===== src/rtl/sar_port_pkg.sv =====
package sar_port_pkg;

  typedef enum logic {
    MODE_SELECT = 1'b0,
    MODE_CHAIN  = 1'b1
  } port_mode_e;

  // Mode picked at the start edge from the serial input level
  function automatic port_mode_e mode_from_sdi(input logic sdi_level);
    return sdi_level ? MODE_SELECT : MODE_CHAIN;
  endfunction

  // Select-mode device enable: either line low
  function automatic logic cs_selected(input logic cnv_level, input logic sdi_level);
    return !cnv_level || !sdi_level;
  endfunction

  // Whether a completion flag precedes the data
  function automatic logic flag_at_done(input port_mode_e mode,
                                        input logic cnv_level,
                                        input logic sdi_level);
    return (mode == MODE_CHAIN) ? !sdi_level : cs_selected(cnv_level, sdi_level);
  endfunction

endpackage


===== src/rtl/sar_edge_sync.sv =====
module sar_edge_sync #(
  parameter int STAGES  = 2,
  parameter bit FALLING = 1'b0
) (
  input  logic clk,
  input  logic rst_n,
  input  logic din,
  output logic level,
  output logic edge_pulse
);
  logic [STAGES:0] pipe;

  always_ff @(posedge clk or negedge rst_n) begin
    if (!rst_n) pipe <= '0;
    else        pipe <= {pipe[STAGES-1:0], din};
  end

  assign level = pipe[STAGES-1];

  generate
    if (FALLING) begin : g_fall
      assign edge_pulse = !pipe[STAGES-1] && pipe[STAGES];
    end else begin : g_rise
      assign edge_pulse = pipe[STAGES-1] && !pipe[STAGES];
    end
  endgenerate
endmodule


===== src/rtl/sar_conv_timer.sv =====
module sar_conv_timer #(
  parameter int CYCLES = 40
) (
  input  logic clk,
  input  logic rst_n,
  input  logic start,
  output logic active,
  output logic done
);
  localparam int CW = $clog2(CYCLES + 1);
  logic [CW-1:0] remain;

  always_ff @(posedge clk or negedge rst_n) begin
    if (!rst_n) begin
      active <= 1'b0;
      remain <= '0;
    end else if (start) begin
      active <= 1'b1;
      remain <= CW'(CYCLES - 1);
    end else if (active) begin
      if (remain == '0) active <= 1'b0;
      else              remain <= remain - 1'b1;
    end
  end

  assign done = active && (remain == '0) && !start;
endmodule


===== src/rtl/sar_shift_core.sv =====
module sar_shift_core
  import sar_port_pkg::*;
#(
  parameter int W  = 16,
  parameter int BW = $clog2(W + 1)
) (
  input  logic          clk,
  input  logic          rst_n,
  input  logic          start,
  input  logic [W-1:0]  sample,
  input  logic          cnv_lvl,
  input  logic          sdi_lvl,
  input  logic          conv_active,
  input  logic          conv_done,
  input  logic          sck_fall,
  output port_mode_e    mode,
  output logic          flag,
  output logic [BW-1:0] bits_left,
  output logic          msb,
  output logic          select
);
  logic [W-1:0] shreg;
  logic         shift_ok;

  assign select   = cs_selected(cnv_lvl, sdi_lvl);
  assign shift_ok = sck_fall && !conv_active && (mode == MODE_CHAIN || select);
  assign msb      = shreg[W-1];

  always_ff @(posedge clk or negedge rst_n) begin
    if (!rst_n) begin
      mode      <= MODE_SELECT;
      flag      <= 1'b0;
      bits_left <= '0;
      shreg     <= '0;
    end else if (start) begin
      mode      <= mode_from_sdi(sdi_lvl);
      shreg     <= sample;
      bits_left <= '0;
      flag      <= 1'b0;
    end else if (conv_done) begin
      bits_left <= BW'(W);
      flag      <= flag_at_done(mode, cnv_lvl, sdi_lvl);
    end else if (shift_ok) begin
      if (flag) begin
        flag <= 1'b0;
      end else if (mode == MODE_CHAIN) begin
        shreg <= {shreg[W-2:0], sdi_lvl};
      end else if (bits_left != '0) begin
        shreg     <= {shreg[W-2:0], 1'b0};
        bits_left <= bits_left - 1'b1;
      end
    end
  end
endmodule


===== src/rtl/sar_serial_port.sv =====
module sar_serial_port
  import sar_port_pkg::*;
#(
  parameter int W           = 16,
  parameter int CONV_CYCLES = 40,
  parameter int SYNC_STAGES = 2
) (
  input  logic         clk,
  input  logic         rst_n,
  input  logic         cnv_in,
  input  logic         sck_in,
  input  logic         sdi_in,
  input  logic [W-1:0] sample_in,
  output logic         sdo_out,
  output logic         sdo_oe
);
  localparam int BW = $clog2(W + 1);

  logic          cnv_lvl, cnv_rise;
  logic          sck_lvl, sck_fall;
  logic          sdi_lvl, sdi_rise;
  logic          conv_active, conv_done;
  port_mode_e    port_mode;
  logic          mode_chain;
  logic          flag;
  logic [BW-1:0] bits_left;
  logic          msb;
  logic          select;

  sar_edge_sync #(.STAGES(SYNC_STAGES), .FALLING(1'b0)) u_cnv_sync (
    .clk(clk), .rst_n(rst_n), .din(cnv_in), .level(cnv_lvl), .edge_pulse(cnv_rise));

  sar_edge_sync #(.STAGES(SYNC_STAGES), .FALLING(1'b1)) u_sck_sync (
    .clk(clk), .rst_n(rst_n), .din(sck_in), .level(sck_lvl), .edge_pulse(sck_fall));

  sar_edge_sync #(.STAGES(SYNC_STAGES), .FALLING(1'b0)) u_sdi_sync (
    .clk(clk), .rst_n(rst_n), .din(sdi_in), .level(sdi_lvl), .edge_pulse(sdi_rise));

  sar_conv_timer #(.CYCLES(CONV_CYCLES)) u_timer (
    .clk(clk), .rst_n(rst_n), .start(cnv_rise),
    .active(conv_active), .done(conv_done));

  sar_shift_core #(.W(W), .BW(BW)) u_shift (
    .clk(clk), .rst_n(rst_n), .start(cnv_rise), .sample(sample_in),
    .cnv_lvl(cnv_lvl), .sdi_lvl(sdi_lvl),
    .conv_active(conv_active), .conv_done(conv_done), .sck_fall(sck_fall),
    .mode(port_mode), .flag(flag), .bits_left(bits_left), .msb(msb), .select(select));

  assign mode_chain = (port_mode == MODE_CHAIN);

  always_comb begin
    sdo_oe  = 1'b0;
    sdo_out = 1'b0;
    if (mode_chain) begin
      sdo_oe = 1'b1;
      if (conv_active)  sdo_out = 1'b0;
      else if (flag)    sdo_out = sdi_lvl;
      else              sdo_out = msb;
    end else if (conv_active) begin
      sdo_oe = select;
    end else if (flag) begin
      sdo_oe  = select;
      sdo_out = select;
    end else if (bits_left != '0) begin
      sdo_oe  = select;
      sdo_out = select && msb;
    end
  end
endmodule


===== config.mk =====
export PLATFORM = sky130hd
export DESIGN_NAME = sar_serial_port
export DESIGN_NICKNAME = d
export VERILOG_FILES = /design/src/rtl/sar_port_pkg.sv /design/src/rtl/sar_edge_sync.sv /design/src/rtl/sar_conv_timer.sv /design/src/rtl/sar_shift_core.sv /design/src/rtl/sar_serial_port.sv
export SDC_FILE = /design/constraint.sdc
export NUM_CORES = 1
export LEC_CHECK = 0
export BUFFER_PORTS_ARGS = -buffer_cell sky130_fd_sc_hd__buf_2
export CAP_MARGIN = 15
export CELL_PAD_IN_SITES_DETAIL_PLACEMENT = 1
export CELL_PAD_IN_SITES_GLOBAL_PLACEMENT = 2
export CORE_MARGIN = 4
export CORE_UTILIZATION = 34
export DETAILED_ROUTE_END_ITERATION = 12
export PLACE_DENSITY = 0.83
export SLEW_MARGIN = 40
export SYNTH_ARGS = -nofsm -noshare
export SYNTH_HDL_FRONTEND = slang
export SYNTH_HIERARCHICAL = 1
export SYNTH_SLANG_ARGS = --single-unit

===== constraint.sdc =====
create_clock -name clk -period 2.1 [get_ports clk]
set_clock_uncertainty 0.05 [all_clocks]
set_input_delay 0.105 -clock clk [delete_from_list [all_inputs] [get_ports clk]]
set_output_delay 0.105 -clock clk [all_outputs]
set_load 0.01 [all_outputs]

# Word level (Yosys, flattened, before mapping)
# Index checks and enable logic that the tools add are counted.
# W data, S select, Z words.
[word_totals]
output_inout_bits = 2
elab_cells = 74
regBits = 38
in_bits = 21
[classes]
muxes = 33
eq_ne = 5
add_sub_neg = 2
n_reduce_logical = 25
[ops]
columns = ["op", "count"]
rows = [
  ["$mux W16", 6],
  ["$mux W5", 6],
  ["$mux W1", 18],
  ["$mux W6", 3],
  ["$reduce_bool A3 Y1", 3],
  ["$reduce_and A4 Y1", 2],
  ["$logic_and A1 B1 Y1", 7],
  ["$logic_not A1 Y1", 6],
  ["$logic_not A6 Y1", 1],
  ["$ne A3 B3 Y1 const B", 2],
  ["$sub A6 B1 Y6 const B", 1],
  ["$reduce_bool A5 Y1", 1],
  ["$sub A5 B1 Y5 const B", 1],
  ["$ne A2 B1 Y1 const B", 2],
  ["$reduce_bool A2 Y1", 2],
  ["$logic_or A1 B1 Y1", 2],
  ["$ne A2 B2 Y1 const B", 1],
  ["$reduce_and A2 Y1", 1],
]

# Depth between registers and ports, before layout
# Gate-level depths: netlist of run 1.
[logic_depth]
word_depth = 7
depth_mapped = 9
mapped_depth_nobuf = 8

# Modules after synthesis
# The synthesis of run 1 kept the hierarchy.
[by_module_without_submodules]
columns = ["mod", "area_per_inst_um2", "cells_per_inst", "seq_area_each_um2", "instances"]
rows = [
  ["sar_shift_core", 1137.3, 98, 575.6, 1],
  ["sar_conv_timer", 447.9, 49, 175.2, 1],
  ["sar_edge_sync", 88.8, 4, 75.1, 3],
  ["sar_serial_port", 65.1, 8, 0.0, 1],
]

# Least setup slack after synthesis of run 1
# No wires, ideal clock.
[synth_timing]
path_type = "register to register"
startpoint = "register u_timer.remain[0]"
endpoint = "register u_shift.shreg[10]"
period_less_slack_ns = 2.126
setup_slack_ns = -0.026
stages_incl_launch_ff = 10
required_time_ns = 1.924
arrival_time_ns = 1.950
cell_sequence = "dfrtp_1 > inv_1 > ha_1 > nor2b_1 > and2_2 > and3_1 > o21ba_2 > buf_4 > buf_6 > a221o_1"
[synth_via]
elab_chain_len = 5
[synth_lines]
columns = ["element", "line_no", "source"]
rows = [
  ["start: declaration", "sar_conv_timer.sv:11", "logic [CW-1:0] remain;"],
  ["start signal: assignment", "sar_conv_timer.sv:19", "remain <= CW'(CYCLES - 1);"],
  ["start signal: assignment", "sar_conv_timer.sv:22", "else remain <= remain - 1'b1;"],
  ["$logic_not A6 Y1", "sar_conv_timer.sv:26", "assign done = active && (remain == '0) && !start;"],
  ["$logic_and A1 B1 Y1 (2 in series)", "sar_conv_timer.sv:26", ""],
  ["named net conv_done", "sar_serial_port.sv:22", "logic conv_active, conv_done;"],
  ["$ne A2 B1 Y1 (no line)", "n/a", ""],
  ["$reduce_and A4 Y1 (no line)", "n/a", ""],
  ["end signal: assignment", "sar_shift_core.sv:37", "shreg <= sample;"],
  ["end signal: assignment", "sar_shift_core.sv:47", "shreg <= {shreg[W-2:0], sdi_lvl};"],
  ["end signal: assignment", "sar_shift_core.sv:49", "shreg <= {shreg[W-2:0], 1'b0};"],
  ["end: declaration", "sar_shift_core.sv:22", "logic [W-1:0] shreg;"],
]
# The timed path passes the listed nets, and every way through them passes these cells.
# A chain may end at the register's enable or synchronous reset.

# Final worst setup path of run 1
[layout_timing]
startpoint = "register u_shift.bits_left[0]"
endpoint = "register u_shift.shreg[3]"
[layout_via]
elab_chain_len = 3
[layout_lines]
columns = ["element", "line_no", "source"]
rows = [
  ["start: declaration", "sar_shift_core.sv:18", "output logic [BW-1:0] bits_left,"],
  ["start signal: assignment", "sar_shift_core.sv:41", "bits_left <= BW'(W);"],
  ["start signal: assignment", "sar_shift_core.sv:50", "bits_left <= bits_left - 1'b1;"],
  ["$reduce_bool A5 Y1", "sar_shift_core.sv:48", "end else if (bits_left != '0) begin"],
  ["$reduce_bool A3 Y1 (no line)", "n/a", ""],
  ["$reduce_and A4 Y1 (no line)", "n/a", ""],
]
# Every way passes these cells.

==> results.json, run 1 <==
{
  "fillers": 582,
  "drive_gt1_frac": 0.366,
  "dieWidth_um": 82.3,
  "floorplan.initialDensity": 0.359,
  "startpoint_type": "flop",
  "final.period_utilization": 0.994,
  "peakVddDrop_mv": 0.532,
  "dpl.cell_count": 270,
  "cp_slowest_cell": "or4b_4",
  "worstPathArrival_ns": 2.21,
  "drt_iter0_drc": 67,
  "syn-cell-area_sq_mm": 0.00188,
  "die_area_sq_mm": 0.00678,
  "drc": 0,
  "drt_first_pass_iters": 4,
  "die_h_um": 82.3,
  "cts_tree": "yes",
  "place_area_sq_mm": 0.00219,
  "fin_nets": 239,
  "wire_per_inst_um": 16.1,
  "critPathTopFamily": "compound AO/OA/AOI/OAI gates",
  "crit_fanout": 8,
  "clockRootBuffer": "clkbuf_8",
  "htree_levels": 2,
  "power_density_mw_per_mm2": 910,
  "status": "finished clean",
  "num_rows": 26,
  "endpoint_kind": "flop",
  "viasPerCell": 5.27,
  "grt_max_degree": 39,
  "drt.antenna.violating_nets": 0,
  "p_leak_nw": 1.10,
  "grt_remaining_overflow": 0,
  "final_cells": 286,
  "rsz0062_at_grt": "true",
  "areaGrowthSynthToFinish_pct": 27.4,
  "wirelength_um": 4620,
  "max_slew_margin": 0.670,
  "clkSlewWorstSetupHoldPaths_ns": 0.07,
  "reg2regPathDepth": 6,
  "fin_area_sq_mm": 0.00239,
  "cts.path.max_buffers": 2,
  "gp_congestion": 0.756,
  "cts.sinks": 38,
  "core-area_sq_mm": 0.00524,
  "antenna_found_initial": 0,
  "holdPathStages": 3,
  "critical_path_class": "flop to flop",
  "drv_cap": 0,
  "avgSynthCellArea_sq_um": 11.4,
  "hold_slack_ns": 0.0672,
  "min_path_type": "input port to flop",
  "synthCells": 165,
  "grtUsageTotal": 0.150,
  "first_global_vias": 1579,
  "finalHoldViolations": 0,
  "slowest_delay_ns": 0.47,
  "port-buffer-count": 22,
  "period_needed_ns": 2.09,
  "vias": 1508,
  "numCtsBuffers": 5,
  "cp.required_ns": 2.22,
  "place_hpwl_um": 3270,
  "synth_nets": 189,
  "drv_slew": 0,
  "yosys_warnings": 6,
  "boundaryPins": 23,
  "worst_pin_slew_ns": 0.495,
  "cp.depth": 6,
  "path_cells": "inv_2, ha_4, or4b_4, o211ai_4, nor2_4, a221o_2",
  "fmax_mhz": 479,
  "clock_latency_ns": 0.29,
  "critPathBufInv": 1,
  "diodes": 0,
  "finalCoreUtilization": 0.457,
  "setup_viol": 0,
  "tns_ns": 0,
  "grt_pass1_wl_um": 7590
}
## registers in the layout (all words and copies together) (netlist names)
signal and count:
u_timer/remain 6, u_shift/shreg 16, u_shift/mode 1, u_sck_sync/pipe 3
u_cnv_sync/pipe 3, u_shift/flag 1, u_timer/active 1, u_sdi_sync/pipe 2
u_shift/bits_left 5
## power breakdown
part	switching, W	internal, W	leakage, nW	total, W
sequential	0.000127	0.000858	0.467	0.000985
clock	0.000249	0.000265	0.0482	0.000514
combinational	0.000308	0.000369	0.585	0.000677
## path summary, 6_finish.rpt
| path | slack (ns) | end | start |
|---|---|---|---|
| hold / removal | 0.07 | u_shift/shreg[7]$_DFFE_PN0P_ | sample_in[7] |
| setup reg to reg | 0.01 | u_shift/shreg[3]$_DFFE_PN0P_ | u_shift/bits_left[0]$_DFFE_PN0P_ |
| max in group asynchronous | 1.39 | u_shift/mode$_DFFE_PN0P_ | rst_n |
| hold reg to reg | 0.31 | u_sck_sync/pipe[1]$_DFF_PN0_ | u_sck_sync/pipe[0]$_DFF_PN0_ |
| setup / recovery | 0.01 | u_shift/shreg[3]$_DFFE_PN0P_ | u_shift/bits_left[0]$_DFFE_PN0P_ |
| min in group asynchronous | 0.27 | u_shift/bits_left[1]$_DFFE_PN0P_ | rst_n |
## worst reg2reg max path, stage by stage (launching register included)
cell and delay, ns:
dfrtp_1 0.39, inv_2 0.08, ha_4 0.15, or4b_4 0.48, o211ai_4 0.30, nor2_4 0.11
a221o_2 0.41
## cells in the final DEF, fill, tap and decap left out, types with 2 or more instances in the layout
cell and instances:
nor2_4 2, or3_1 2, inv_2 2, inv_1 6, o31ai_1 2, a311oi_1 2, dlygate4sd3_1 4, nand3_1 2
nor2_1 10, dfrtp_1 38, a21oi_1 7, nand3b_1 3, mux2i_1 2, o21ai_0 3, nand2b_1 2, buf_2 21
clkbuf_8 6, a221o_2 5, buf_4 24, a221o_1 10, nor3_1 2, nor2b_4 2, ha_1 2, and2_1 15
o22ai_1 2, nand2_1 9
## what timing repair did
item                                    CTS  global route
cloned                                    1             0
buffers inserted                          0             3
resized for setup                         7             4
hold buffers                              4             0
endpoints found under the setup margin   15            16
hold endpoints to repair                 41             0
pin swaps                                 3             5
## metrics by stage
stage | worst slack (ns) | power (W)
floorplan | 0.00656 | 0.00137
global placement | -0.0379 | 0.00159
detailed placement | -0.150 | 0.00165
CTS | 0.00821 | 0.00220
global route | -0.0252 | 0.00232
finish | 0.0135 | 0.00218
## layer usage
layer,global-route usage,part of all wire
met5,0,0
met1,0.173,0.42
met3,0.0347,0.036
met4,0.0631,0.020
met2,0.264,0.52
## layout make-up
class / instances / area [sq um] / area share
clock buffer: 7 / 86.3 / 0.0361
multi-input combinational: 113 / 907 / 0.379
sequential: 38 / 951 / 0.397
timing repair buffer: 49 / 325 / 0.136
clock inverter: 1 / 5.00 / 0.00209
tap: 70 / 87.6 / 0.0366
inverter: 8 / 30.0 / 0.0126
(Power assumes the default switching activity.)
==> run 2, diff against run 1 <==
SETUP_SLACK_MARGIN = 0.1   (was default)
==> run 2 against run 1 <==
Against the previous run: clock power is 3% lower; non-clock buffer count is 3 lower; power is 0.79% lower; sequential share of layout area is 0.28 points higher; global-route usage is 0.088 points lower.
==> results.json, run 2 (same netlist as run 1, synthesis figures left out) <==
{
  "drive_gt1_frac": 0.377,
  "numCtsBuffers": 5,
  "drt_first_pass_iters": 4,
  "gp_congestion": 0.789,
  "fin_area_sq_mm": 0.00238,
  "dpl.cell_count": 263,
  "reg_top3": "u_shift/shreg x16, u_timer/remain x6, u_shift/bits_left x5",
  "setup_viol": 0,
  "worstPathArrival_ns": 2.19,
  "finalCoreUtilization": 0.454,
  "antenna_found_initial": 0,
  "final_cells": 282,
  "status": "finished clean",
  "r2r_slack_ns": 0.03,
  "drt_iter0_drc": 85,
  "fin_nets": 235,
  "place_ws_ns": -0.0982,
  "hold_end": "u_shift/shreg[13]$_DFFE_PN0P_",
  "grt_remaining_overflow": 0,
  "port-buffer-count": 22,
  "grt_pass1_wl_um": 7650,
  "die_area_sq_mm": 0.00678,
  "worst_pin_slew_ns": 0.485,
  "fillers": 583,
  "slowest_delay_ns": 0.48,
  "cp_slowest_cell": "or4b_4",
  "clkSlewWorstSetupHoldPaths_ns": 0.07,
  "critical_path_class": "flop to flop",
  "htree_levels": 2,
  "path_cells": "inv_2, ha_4, or4b_4, o211ai_4, nor2_4, buf_12, a221o_2",
  "cts.sinks": 38,
  "grtUsageTotal": 0.149,
  "areaGrowthSynthToFinish_pct": 26.6,
  "diodes": 0,
  "cts_tree": "yes",
  "vias": 1506,
  "clock_latency_ns": 0.29,
  "dieWidth_um": 82.3,
  "wire_per_inst_um": 16.6,
  "period_needed_ns": 2.07,
  "cts.path.max_buffers": 2,
  "endpoint_kind": "flop",
  "drt.antenna.violating_nets": 0,
  "cp.required_ns": 2.22,
  "core-area_sq_mm": 0.00524,
  "finalHoldViolations": 0,
  "drc": 0,
  "reg2regPathDepth": 7,
  "power_density_mw_per_mm2": 908,
  "r2r_start": "u_shift/bits_left[0]$_DFFE_PN0P_",
  "final_cell_mix": "dfrtp_1 (37), buf_2 (21), buf_4 (19), and2_1 (15)",
  "wirelength_um": 4670,
  "min_path_type": "input port to flop",
  "largest_reg_flops": 16,
  "fmax_mhz": 484,
  "drv_slew": 0,
  "fin_ws_ns": 0.0347,
  "multi_input_area_sq_um": 903,
  "clockRootBuffer": "clkbuf_8",
  "p_leak_nw": 1.08,
  "place_hpwl_um": 3110,
  "floorplan.initialDensity": 0.359,
  "place_area_sq_mm": 0.00216,
  "rsz0062_at_grt": "true",
  "final_common_cell": "dfrtp_1",
  "drv_cap": 0,
  "max_slew_margin": 0.677,
  "die_h_um": 82.3,
  "peakVddDrop_mv": 0.378,
  "viasPerCell": 5.34,
  "num_rows": 26,
  "timing.rr.end": "u_shift/shreg[5]$_DFFE_PN0P_",
  "final.period_utilization": 0.983,
  "largest-register": "u_shift/shreg",
  "holdPathStages": 3,
  "min_from": "sample_in[13]",
  "tns_ns": 0,
  "grt_max_degree": 39,
  "seqCellArea_sq_um": 952,
  "startpoint_type": "flop",
  "boundaryPins": 23,
  "first_global_vias": 1580,
  "crit_fanout": 15
}
-- run 2: worst max-delay path: cells and delay by family, from the launching register on --
kind                       cells  cell delay, ns
AOI/OAI and AO/OA              2            0.60
adders and majority gates      1            0.13
buffers and inverters          2            0.21
DFF                            1            0.42
and+or+nand+nor                2            0.53
-- run 2: repair_timing --
action / 4_1_cts / 5_1_grt
gates resized for setup: 5 / 2
hold buffers: 4 / 0
endpoints found under the hold margin: 41 / 0
buffers inserted: 5 / 2
pin swaps: 2 / 0
setup endpoints to repair: 16 / 20
-- run 2: final cells by class --
type / instances / share of cell area
tap: 70 / 0.0368
timing repair buffer: 46 / 0.134
multi-input combinational: 112 / 0.380
sequential: 38 / 0.400
clock inverter: 2 / 0.00579
clock buffer: 6 / 0.0305
inverter: 8 / 0.0126
-- run 2: routing by layer --
layer,vias to the layer above,track usage,wire [um]
met4,0,0.0532,48
met5,-,0,0
met1,773,0.182,2000
met2,28,0.256,2460
li1,700,-,-
met3,5,0.0336,168
-- run 2: how the worst max path moves through the flow --
stage | startpoint | end | slack (ns) | depth (start not counted)
finish | u_shift/bits_left[0]$_DFFE_PN0P_ | u_shift/shreg[5]$_DFFE_PN0P_ | 0.03 | 7
global route | u_shift/bits_left[0]$_DFFE_PN0P_ | u_shift/shreg[7]$_DFFE_PN0P_ | -0.03 | 7
CTS | u_shift/bits_left[0]$_DFFE_PN0P_ | u_shift/shreg[5]$_DFFE_PN0P_ | 0.04 | 7
detailed placement | u_timer/remain[1]$_DFFE_PN0P_ | u_shift/shreg[7]$_DFFE_PN0P_ | -0.1 | 8
global placement | u_timer/remain[1]$_DFFE_PN0P_ | u_shift/shreg[2]$_DFFE_PN0P_ | 0.005 | 8
floorplan | u_shift/bits_left[1]$_DFFE_PN0P_ | u_shift/shreg[0]$_DFFE_PN0P_ | 0.09 | 7
-- run 2: where the power goes --
part | total, W | internal [W] | switching, W
sequential | 0.000996 | 0.000858 | 0.000139
clock | 0.000498 | 0.000234 | 0.000264
combinational | 0.000664 | 0.000356 | 0.000308
-- run 2: through the flow --
step           hold slack, ns  power (W)
2_1_floorplan          -0.241    0.00140
3_3_place_gp            0.164    0.00158
3_5_place_dp           0.0588    0.00162
4_1_cts                0.0667    0.00216
5_1_grt                0.0719    0.00230
6_report               0.0760    0.00216
